## src/rtl/i2c_blk_pkg.sv

```systemverilog
package i2c_blk_pkg;

  typedef enum logic [2:0] {
    ST_IDLE, ST_RX, ST_ACK, ST_TX, ST_TXACK, ST_TXNEXT
  } tgt_state_e;

  typedef enum logic [2:0] {
    PH_ADDR, PH_OFS, PH_CNT, PH_DATA, PH_READ
  } tgt_phase_e;

  // Power-on contents of register idx: 5Ah xor (19*idx) mod 256
  function automatic logic [7:0] reg_default(input int idx);
    logic [7:0] v;
    v = 8'(idx);
    return 8'h5A ^ ((v << 4) + (v << 1) + v);
  endfunction

  // Begin offset clamped into the bank
  function automatic int clamp_offset(input logic [7:0] m, input int n);
    return (int'(m) >= n) ? n - 1 : int'(m);
  endfunction

  // Registers remaining from ptr to the end of the bank
  function automatic logic [7:0] span_count(input int ptr, input int n);
    return 8'(n - ptr);
  endfunction

  // Pointer advance, saturating at the last register
  function automatic int sat_next(input int ptr, input int n);
    return (ptr >= n - 1) ? n - 1 : ptr + 1;
  endfunction

endpackage

```

## src/rtl/i2c_bus_events.sv

```systemverilog
module i2c_bus_events (
  input  logic clk,
  input  logic rst_n,
  input  logic scl_in,
  input  logic sda_in,
  output logic scl_rise,
  output logic scl_fall,
  output logic start_evt,
  output logic stop_evt
);
  logic scl_q, sda_q;

  always_ff @(posedge clk or negedge rst_n) begin
    if (!rst_n) begin
      scl_q <= 1'b1;
      sda_q <= 1'b1;
    end else begin
      scl_q <= scl_in;
      sda_q <= sda_in;
    end
  end

  assign scl_rise  = scl_in & ~scl_q;
  assign scl_fall  = ~scl_in & scl_q;
  assign start_evt = scl_in & scl_q & sda_q & ~sda_in;
  assign stop_evt  = scl_in & scl_q & ~sda_q & sda_in;

endmodule

```

## src/rtl/i2c_reg_bank.sv

```systemverilog
module i2c_reg_bank
  import i2c_blk_pkg::*;
#(
  parameter int NUM_REGS = 8,
  localparam int PW = (NUM_REGS > 1) ? $clog2(NUM_REGS) : 1
) (
  input  logic          clk,
  input  logic          rst_n,
  input  logic          we,
  input  logic [PW-1:0] waddr,
  input  logic [7:0]    wdata,
  input  logic [PW-1:0] raddr,
  output logic [7:0]    rdata
);
  logic [NUM_REGS-1:0][7:0] mem;

  always_ff @(posedge clk or negedge rst_n) begin
    if (!rst_n) begin
      for (int i = 0; i < NUM_REGS; i++) mem[i] <= reg_default(i);
    end else if (we) begin
      mem[waddr] <= wdata;
    end
  end

  assign rdata = mem[raddr];

  AST_BANK_HOLD: assert property (@(posedge clk) disable iff (!rst_n)
    !we |=> $stable(mem));

endmodule

```

## src/rtl/i2c_blk_target.sv

```systemverilog
module i2c_blk_target
  import i2c_blk_pkg::*;
#(
  parameter int         NUM_REGS = 8,
  parameter logic [6:0] DEV_ADDR = 7'h69
) (
  input  logic clk,
  input  logic rst_n,
  input  logic scl_in,
  input  logic sda_in,
  output logic sda_oe
);
  localparam int         PW      = (NUM_REGS > 1) ? $clog2(NUM_REGS) : 1;
  localparam logic [7:0] WR_ADDR = {DEV_ADDR, 1'b0};
  localparam logic [7:0] RD_ADDR = {DEV_ADDR, 1'b1};

  tgt_state_e    state;
  tgt_phase_e    phase;
  logic [2:0]    bit_cnt;
  logic [7:0]    sh;
  logic [PW-1:0] ptr;

  logic scl_rise, scl_fall, start_evt, stop_evt;
  logic [7:0] rx_byte, rdata, cnt_byte;
  logic byte_done, bank_we;

  i2c_bus_events u_evt (
    .clk(clk), .rst_n(rst_n), .scl_in(scl_in), .sda_in(sda_in),
    .scl_rise(scl_rise), .scl_fall(scl_fall),
    .start_evt(start_evt), .stop_evt(stop_evt)
  );

  assign rx_byte   = {sh[6:0], sda_in};
  assign byte_done = (state == ST_RX) && scl_rise && (bit_cnt == 3'd7);
  assign bank_we   = byte_done && (phase == PH_DATA);
  assign cnt_byte  = span_count(int'(ptr), NUM_REGS);

  i2c_reg_bank #(.NUM_REGS(NUM_REGS)) u_bank (
    .clk(clk), .rst_n(rst_n), .we(bank_we), .waddr(ptr),
    .wdata(rx_byte), .raddr(ptr), .rdata(rdata)
  );

  always_ff @(posedge clk or negedge rst_n) begin
    if (!rst_n) begin
      state   <= ST_IDLE;
      phase   <= PH_ADDR;
      bit_cnt <= 3'd0;
      sh      <= 8'h00;
      ptr     <= '0;
      sda_oe  <= 1'b0;
    end else if (start_evt) begin
      state   <= ST_RX;
      phase   <= PH_ADDR;
      bit_cnt <= 3'd0;
      sda_oe  <= 1'b0;
    end else if (stop_evt) begin
      state  <= ST_IDLE;
      sda_oe <= 1'b0;
    end else begin
      unique case (state)
        ST_RX: if (scl_rise) begin
          sh      <= rx_byte;
          bit_cnt <= bit_cnt + 3'd1;
          if (bit_cnt == 3'd7) begin
            state <= ST_ACK;
            unique case (phase)
              PH_ADDR: begin
                if (rx_byte == WR_ADDR)      phase <= PH_OFS;
                else if (rx_byte == RD_ADDR) phase <= PH_READ;
                else                         state <= ST_IDLE;
              end
              PH_OFS: begin
                ptr   <= PW'(clamp_offset(rx_byte, NUM_REGS));
                phase <= PH_CNT;
              end
              PH_CNT:  phase <= PH_DATA;
              default: ptr <= PW'(sat_next(int'(ptr), NUM_REGS));
            endcase
          end
        end
        ST_ACK: if (scl_fall) begin
          if (!sda_oe) begin
            sda_oe <= 1'b1;
          end else begin
            bit_cnt <= 3'd0;
            if (phase == PH_READ) begin
              state  <= ST_TX;
              sh     <= cnt_byte;
              sda_oe <= ~cnt_byte[7];
            end else begin
              state  <= ST_RX;
              sda_oe <= 1'b0;
            end
          end
        end
        ST_TX: if (scl_fall) begin
          if (bit_cnt == 3'd7) begin
            state   <= ST_TXACK;
            sda_oe  <= 1'b0;
            bit_cnt <= 3'd0;
          end else begin
            sh      <= {sh[6:0], 1'b0};
            sda_oe  <= ~sh[6];
            bit_cnt <= bit_cnt + 3'd1;
          end
        end
        ST_TXACK: if (scl_rise) state <= sda_in ? ST_IDLE : ST_TXNEXT;
        ST_TXNEXT: if (scl_fall) begin
          sh     <= rdata;
          sda_oe <= ~rdata[7];
          ptr    <= PW'(sat_next(int'(ptr), NUM_REGS));
          state  <= ST_TX;
        end
        default: ;
      endcase
    end
  end

  AST_START_REARMS: assert property (@(posedge clk) disable iff (!rst_n)
    start_evt |=> (state == ST_RX && phase == PH_ADDR && bit_cnt == 3'd0));

  AST_STOP_IDLES: assert property (@(posedge clk) disable iff (!rst_n)
    stop_evt |=> (state == ST_IDLE && !sda_oe));

  AST_DRIVE_SCL_LOW: assert property (@(posedge clk) disable iff (!rst_n)
    (sda_oe != $past(sda_oe)) |-> !scl_in);

  AST_IDLE_RELEASED: assert property (@(posedge clk) disable iff (!rst_n)
    (state == ST_IDLE) |-> !sda_oe);

  AST_PTR_IN_BANK: assert property (@(posedge clk) disable iff (!rst_n)
    int'(ptr) <= NUM_REGS - 1);

endmodule

```

## config.mk

```make
export PLATFORM = sky130hd
export DESIGN_NAME = i2c_blk_target
export DESIGN_NICKNAME = d
export VERILOG_FILES = /design/src/rtl/i2c_blk_pkg.sv /design/src/rtl/i2c_bus_events.sv /design/src/rtl/i2c_reg_bank.sv /design/src/rtl/i2c_blk_target.sv
export SDC_FILE = /design/constraint.sdc
export NUM_CORES = 1
export LEC_CHECK = 0
export CORE_MARGIN = 1
export CORE_UTILIZATION = 35
export DETAILED_ROUTE_END_ITERATION = 10
export GPL_TIMING_DRIVEN = 0
export SLEW_MARGIN = 20
export SYNTH_ARGS = -nofsm -noshare
export SYNTH_HDL_FRONTEND = slang
export SYNTH_HIERARCHICAL = 1
export SYNTH_SLANG_ARGS = --single-unit
export TNS_END_PERCENT = 20
```

## constraint.sdc

```tcl
create_clock -name clk -period 3.3 [get_ports clk]
set_input_delay 0.495 -clock clk [delete_from_list [all_inputs] [get_ports clk]]
set_output_delay 0.495 -clock clk [all_outputs]
set_load 0.02 [all_outputs]
```

* After elaboration in Yosys (flattened, before gate mapping)
Cells that the tools add are included.
** Operators by class
- $add $sub $neg :: 3
- $lt $le $gt $ge :: 4
- Eq/ne operators :: 35
- Mux-type cells :: 61
- Bitwise operators :: 16
- Reductions and logical operators :: 21
** Operators with widths (number)
- 3-bit two-way mux :: 30
- 64-bit bitwise mux :: 1
- 7-bit two-way mux :: 7
- 4-bit inequality test, second input constant :: 8
- 7-bit one-hot mux with 4 select lines :: 1
- 8-bit binary-select mux with 3-bit select :: 1
- 8-bit demux with 3-bit select :: 1
- 2-bit inequality test, second input constant :: 9
- 3-bit one-hot mux with 3 select lines :: 2
- 8-bit equality test, second input constant :: 2
- 8-bit two-way mux :: 2
- 3-bit one-hot mux with 5 select lines :: 1
- 3-bit by 2-bit equality test with 1-bit output, second input constant :: 4
- 3-bit equality test, second input constant :: 4
- 3-bit inequality test, second input constant :: 4
- 3-bit one-hot mux with 2 select lines :: 2
- 6-bit AND reduction :: 2
- 4-bit nonzero test :: 3
- 10-bit AND reduction :: 1
- 1-bit NOT :: 9
- 9-bit AND reduction :: 1
- 8-bit by 4-bit >= comparator with 1-bit output, second input constant :: 1
- 1-bit two-way mux :: 8
- 2-bit two-way mux :: 4
- other kinds (18) :: 32
** Word-level totals
- Bits in registers :: 86
- Logic and storage cells :: 156

* Longest topological paths before layout
- Depth after elaboration :: 9
- Depth in mapped cells :: 9
- Mapped depth without buffers :: 7

* By module
The synthesis kept the hierarchy.
** Modules (own cells, without submodules)
- i2c_reg_bank :: instances 1, cells each 172, area each 3030.4 um2, seq. area each 1639.1 um2
- i2c_blk_target :: instances 1, cells each 165, area each 1526.5 um2, seq. area each 500.5 um2
- i2c_bus_events :: instances 1, cells each 6, area each 85.1 um2, seq. area each 52.6 um2

* Least setup slack after synthesis
No wires, ideal clock.
- Path kind :: in2reg
- From :: input scl_in
- To :: register u_bank/mem[32] (netlist bit)
- Library setup time :: 125 ps
- Arrival :: 2326 ps
- Required time :: 3175 ps
- Setup slack :: 849 ps
- Stages on the path :: 8
- Path buffers :: 2
- Cells stage by stage :: nor2b_1 > nand2_1 > nor4_1 > and3_1 > clkbuf_1 > nor4bb_1 > buf_2 > mux2_2
** Between the ends
- Cells in the longest elaborated chain, start to end :: 4
** RTL lines
- from (decl) :: RTL line i2c_blk_target.sv:9 : input logic scl_in,
- 1-bit AND :: RTL line i2c_bus_events.sv:23 : assign scl_rise = scl_in & ~scl_q;
- 1-bit logical AND (2 in a row) :: RTL line i2c_blk_target.sv:34 : assign byte_done = (state == ST_RX) && scl_rise && (bit_cnt == 3'd7);
- 1-bit logical AND :: RTL line i2c_blk_target.sv:35 : assign bank_we = byte_done && (phase == PH_DATA);
- net bank_we :: RTL line i2c_blk_target.sv:25 : logic byte_done, bank_we;
- to (signal, indexed assignment) :: RTL line i2c_reg_bank.sv:21 : mem[waddr] <= wdata;
- to (decl) :: RTL line i2c_reg_bank.sv:15 : logic [NUM_REGS-1:0][7:0] mem;
The timed path passes the listed nets, and every way through them passes these cells.
A chain may end at the register's enable or synchronous reset.

* Worst setup path in the final report
- From :: input scl_in
- To :: register u_bank/mem[44] (netlist bit)
** Between the ends
- Cells in the longest elaborated chain, start to end :: 4
** RTL lines
- 1-bit AND :: RTL line i2c_bus_events.sv:23
- net scl_rise :: RTL line i2c_blk_target.sv:23 : logic scl_rise, scl_fall, start_evt, stop_evt;
- 1-bit logical AND (2 in a row) :: RTL line i2c_blk_target.sv:34
- 1-bit logical AND :: RTL line i2c_blk_target.sv:35
- net bank_we :: RTL line i2c_blk_target.sv:25
The timed path passes the listed nets, and every way through them passes these cells.

==> metrics.md <==
| Metric | Value |
|---|---|
| Status | finished clean |
| Proportion of synthesized area in mux cells | 28.92% |
| Clk pwr share | 36.3% |
| Drt drc | 0 |
| RR Startpoint | bit_cnt[0]$_DFFE_PN0P_ |
| Syn_area_per_cell | 13.53 µm² |
| Clock Tree Root | clkbuf_16 |
| H-tree level count | 3 |
| Synth Area in XOR/XNOR | 0.1887% |
| GPL Wtd Cong | 0.8874 |
| # diodes | 0 |
| Yosys warnings | 6 |
| PwrDens | 501.9 nW/µm² |
| Via density | 5.493 |
| Area contributors post-synth | dfrtp_1 29%, dfstp_2 18%, mux2_2 17% |
| CP arrival | 3.33 ns |
| Post-synth top area share | 29.11% |
| Slew of the pin with the lowest slew margin | 0.6828 ns |
| Fill count | 1182 |
| CTS sink count | 86 |
| Static Leak | 2.384 nW |
| NetSw | 0.0007958 W |
| First-pass GRT wire length | 15900 µm |
| Detail Placement HPWL | 6608 µm |
| Multi-input gate area | 2282 µm² |
| Die H | 117.2 µm |
| Final wirelength | 9967 µm |
| CP startpoint | scl_in |
| Worst Path Required | 3.53 ns |
| Effective utilization at floorplan | 36.34% |
| Internal Power | 0.001825 W |
| Final hold vios | 0 |
| Maximum vdd drop | 0.2542 mV |
| Yosys top cell by area | dfrtp_1 |
| Syn nets | 352 |
| Reg2Reg Depth | 8 |
| Slew margin rel. | 54.34% |
| Vias in the first global route | 2943 |
| Fin nets | 370 |
| Total global routing overflow | 0 |
| Core footprint | 12770 µm² |
| Overall routing resource usage | 16.06% |
| Setup ws final | 0.2026 ns |
| Share of cells above drive strength 1 | 43.17% |
| Seq/Total Area, Yosys | 47.22% |
| Synth Area in Compound Gates | 9.057% |
| Clk pin slew, worst setup/hold paths | 0.06 ns |
| Leading cell types in the layout, fill and taps excluded | 72 x mux2_2, 54 x dfrtp_1, 32 x dfstp_2 |
| Unrepaired setup endpoints after global routing | false |
| Flop2flop setup slack | 0.43 ns |
| Comb pwr share | 13.4% |
| CTS tree | done |
| Crit end category | flop |
| Largest family of logic cells by synthesized area | multiplexers |
| Asr flop ratio synth | 100.0% |
| Worst setup skew after layout | 0.006056 ns |
| Finish-stage setup viols | 0 |
| Adder-Cell Fraction of Synth Area | 1.348% |
| Sequential share of power | 50.4% |
| Post-synth EDFFs | 0 |
| Most common cell after layout, fill and taps aside | mux2_2 |
| Synthesis-stage register bit count | 86 |
| DIE AREA | 13730 µm² |
| Antenna violations before repair | 0 |
| Post-DRT Antenna Nets | 0 |
| Setup Crit Path Kind | input pin to flop |
| Post-Syn Area | 4642 µm² |
| CTS Buf Count | 9 |
| Post-Synthesis Cells | 343 |
| Detailed-route wire length per cell | 18.53 µm |
| Router iterations before antenna repair | 4 |
| Fmax achieved | 322.9 MHz |
| CP endpoint | u_bank/mem[44]$_DFFE_PN0P_ |
| Vias post-DR | 2955 |
| Largest net degree at the start of global routing | 46 |
| Simple-Gate Fraction of Synth Area | 9.596% |
| Sw Ratio | 30.36% |
| Port Buffers | 4 |
| Sequential Area | 2192 µm² |
| Final min period | 3.097 ns |
| Dpl ws | -0.3259 ns |
| Yosys cell types | 61 |
| Hold_buf cts | 0 |
| Total Negative Setup Slacks | 0 ns |
| CP Launch Type | input pin |
| Final period utilization | 93.86% |
| Max-slew violations | 0 |
| Main synth FF type | dfrtp_1 |
| Worst skew pair latency | 0.35 ns |
| 1st-iter DRT viols | 116 |
| Max-Cap Viols | 0 |
| Crit Path Max Fanout | 8 |
| Ports | 5 |
| Die width | 117.2 µm |
| RR Endpoint | u_bank/mem[44]$_DFFE_PN0P_ |
| Max clock buf depth | 2 |
| Placement Rows | 41 |
| Type of the most critical hold path | input pin to async pin |
| Synth-to-layout area growth | 12.51% |
## synthesized netlist by cell type (all sizes together) (2+ instances only)
library cell   n
dfstp         32
dfrtp         54
inv            7
nor4           4
buf           18
a311o          2
nor4bb         3
nor2b          6
a21oi         13
nand3          2
a21boi         2
mux2          75
nand2         16
ha             5
nor2          14
o311a          2
and3           2
clkbuf         2
o22ai          7
a22oi          4
nand2b         4
mux2i          7
a31oi          6
mux4          16
o21ai         10
nand4b         4
nor4b          2
and4b          3
nor3           4
## logic make-up (layout without fill, tap and decap cells)
logic type / after synthesis / count (layout)
AOI/OAI and AO/OA: 57 / 57
xor gates and xnor gates: 1 / 1
adders and majority gates: 5 / 5
buffers and inverters: 27 / 50
DFF: 86 / 86
muxes: 98 / 98
and+or+nand+nor: 69 / 69
## per-stage QoR
stage	area (µm²)	instances	total power (W)	util, %	hold slack (ns)
after floorplan	4642	343	0.001511	-	0.1994
after global placement	4897	519	0.001664	38.34	0.4712
after detailed placement	4915	520	0.001685	38.48	0.4842
after CTS	5192	536	0.002651	40.65	0.1452
after global routing	5223	538	0.002761	40.89	0.1636
final	5223	538	0.002621	40.89	0.1232
## state kept, by name (all words and copies together), names as in the netlist
register / count
phase: 3
u_evt/scl_q: 1
sh: 7
sda_oe: 1
state: 3
u_evt/sda_q: 1
bit_cnt: 3
u_bank/mem: 64
ptr: 3
## per-layer routing
metal  GRT usage, %  up-vias  routed length, µm
met5              0        -                  0
met4          6.160        0                183
met3          3.759       21                365
met2          26.39       56               4858
met1          20.59     1519               4559
li1               -     1359                  -
## worst min path at each step
stage | startpoint | end | cells past startpoint
global placement | bit_cnt[2]$_DFFE_PN0P_ | bit_cnt[2]$_DFFE_PN0P_ | 2
CTS | rst_n | sda_oe$_DFFE_PN0P_ | 1
finish | rst_n | sda_oe$_DFFE_PN0P_ | 1
global route | rst_n | sda_oe$_DFFE_PN0P_ | 1
detailed placement | u_bank/mem[27]$_DFFE_PN0P_ | u_bank/mem[27]$_DFFE_PN0P_ | 1
floorplan | rst_n | bit_cnt[0]$_DFFE_PN0P_ | 0
## critical path, stage by stage
cell             delay [ns]
clkdlybuf4s50_1        0.53
nor2b_2                0.35
nand2_1                0.12
nor4_1                 0.35
and3_1                 0.24
clkbuf_1               0.26
nand4b_1               0.52
mux2_2                 0.46
## power groups by stage
stage | clock [W] | sequential [W] | combinational (W)
3_3_place_gp | 0 | 0.00132 | 0.000339
4_1_cts | 0.000982 | 0.00132 | 0.000353
3_5_place_dp | 0 | 0.00133 | 0.000353
2_1_floorplan | 0 | 0.00124 | 0.000272
6_report | 0.000951 | 0.00132 | 0.000350
5_1_grt | 0.00104 | 0.00134 | 0.000389
## timing repair
action,4_1_cts,5_1_grt
endpoints found under the hold margin,0,0
gates resized for setup,0,1
setup endpoints to repair,0,64
buffers inserted,0,2
## cell type report
type / count / share of cell area, %
Multi-Input combinational cell: 230 / 43.70
Buffer: 20 / 2.755
Sequential cell: 86 / 41.97
Tap cell: 172 / 4.121
Inverter: 7 / 0.5031
Clock inverter: 5 / 0.6708
Timing Repair Buffer: 7 / 1.629
Clock buffer: 11 / 4.648
(Power assumes the default switching activity.)
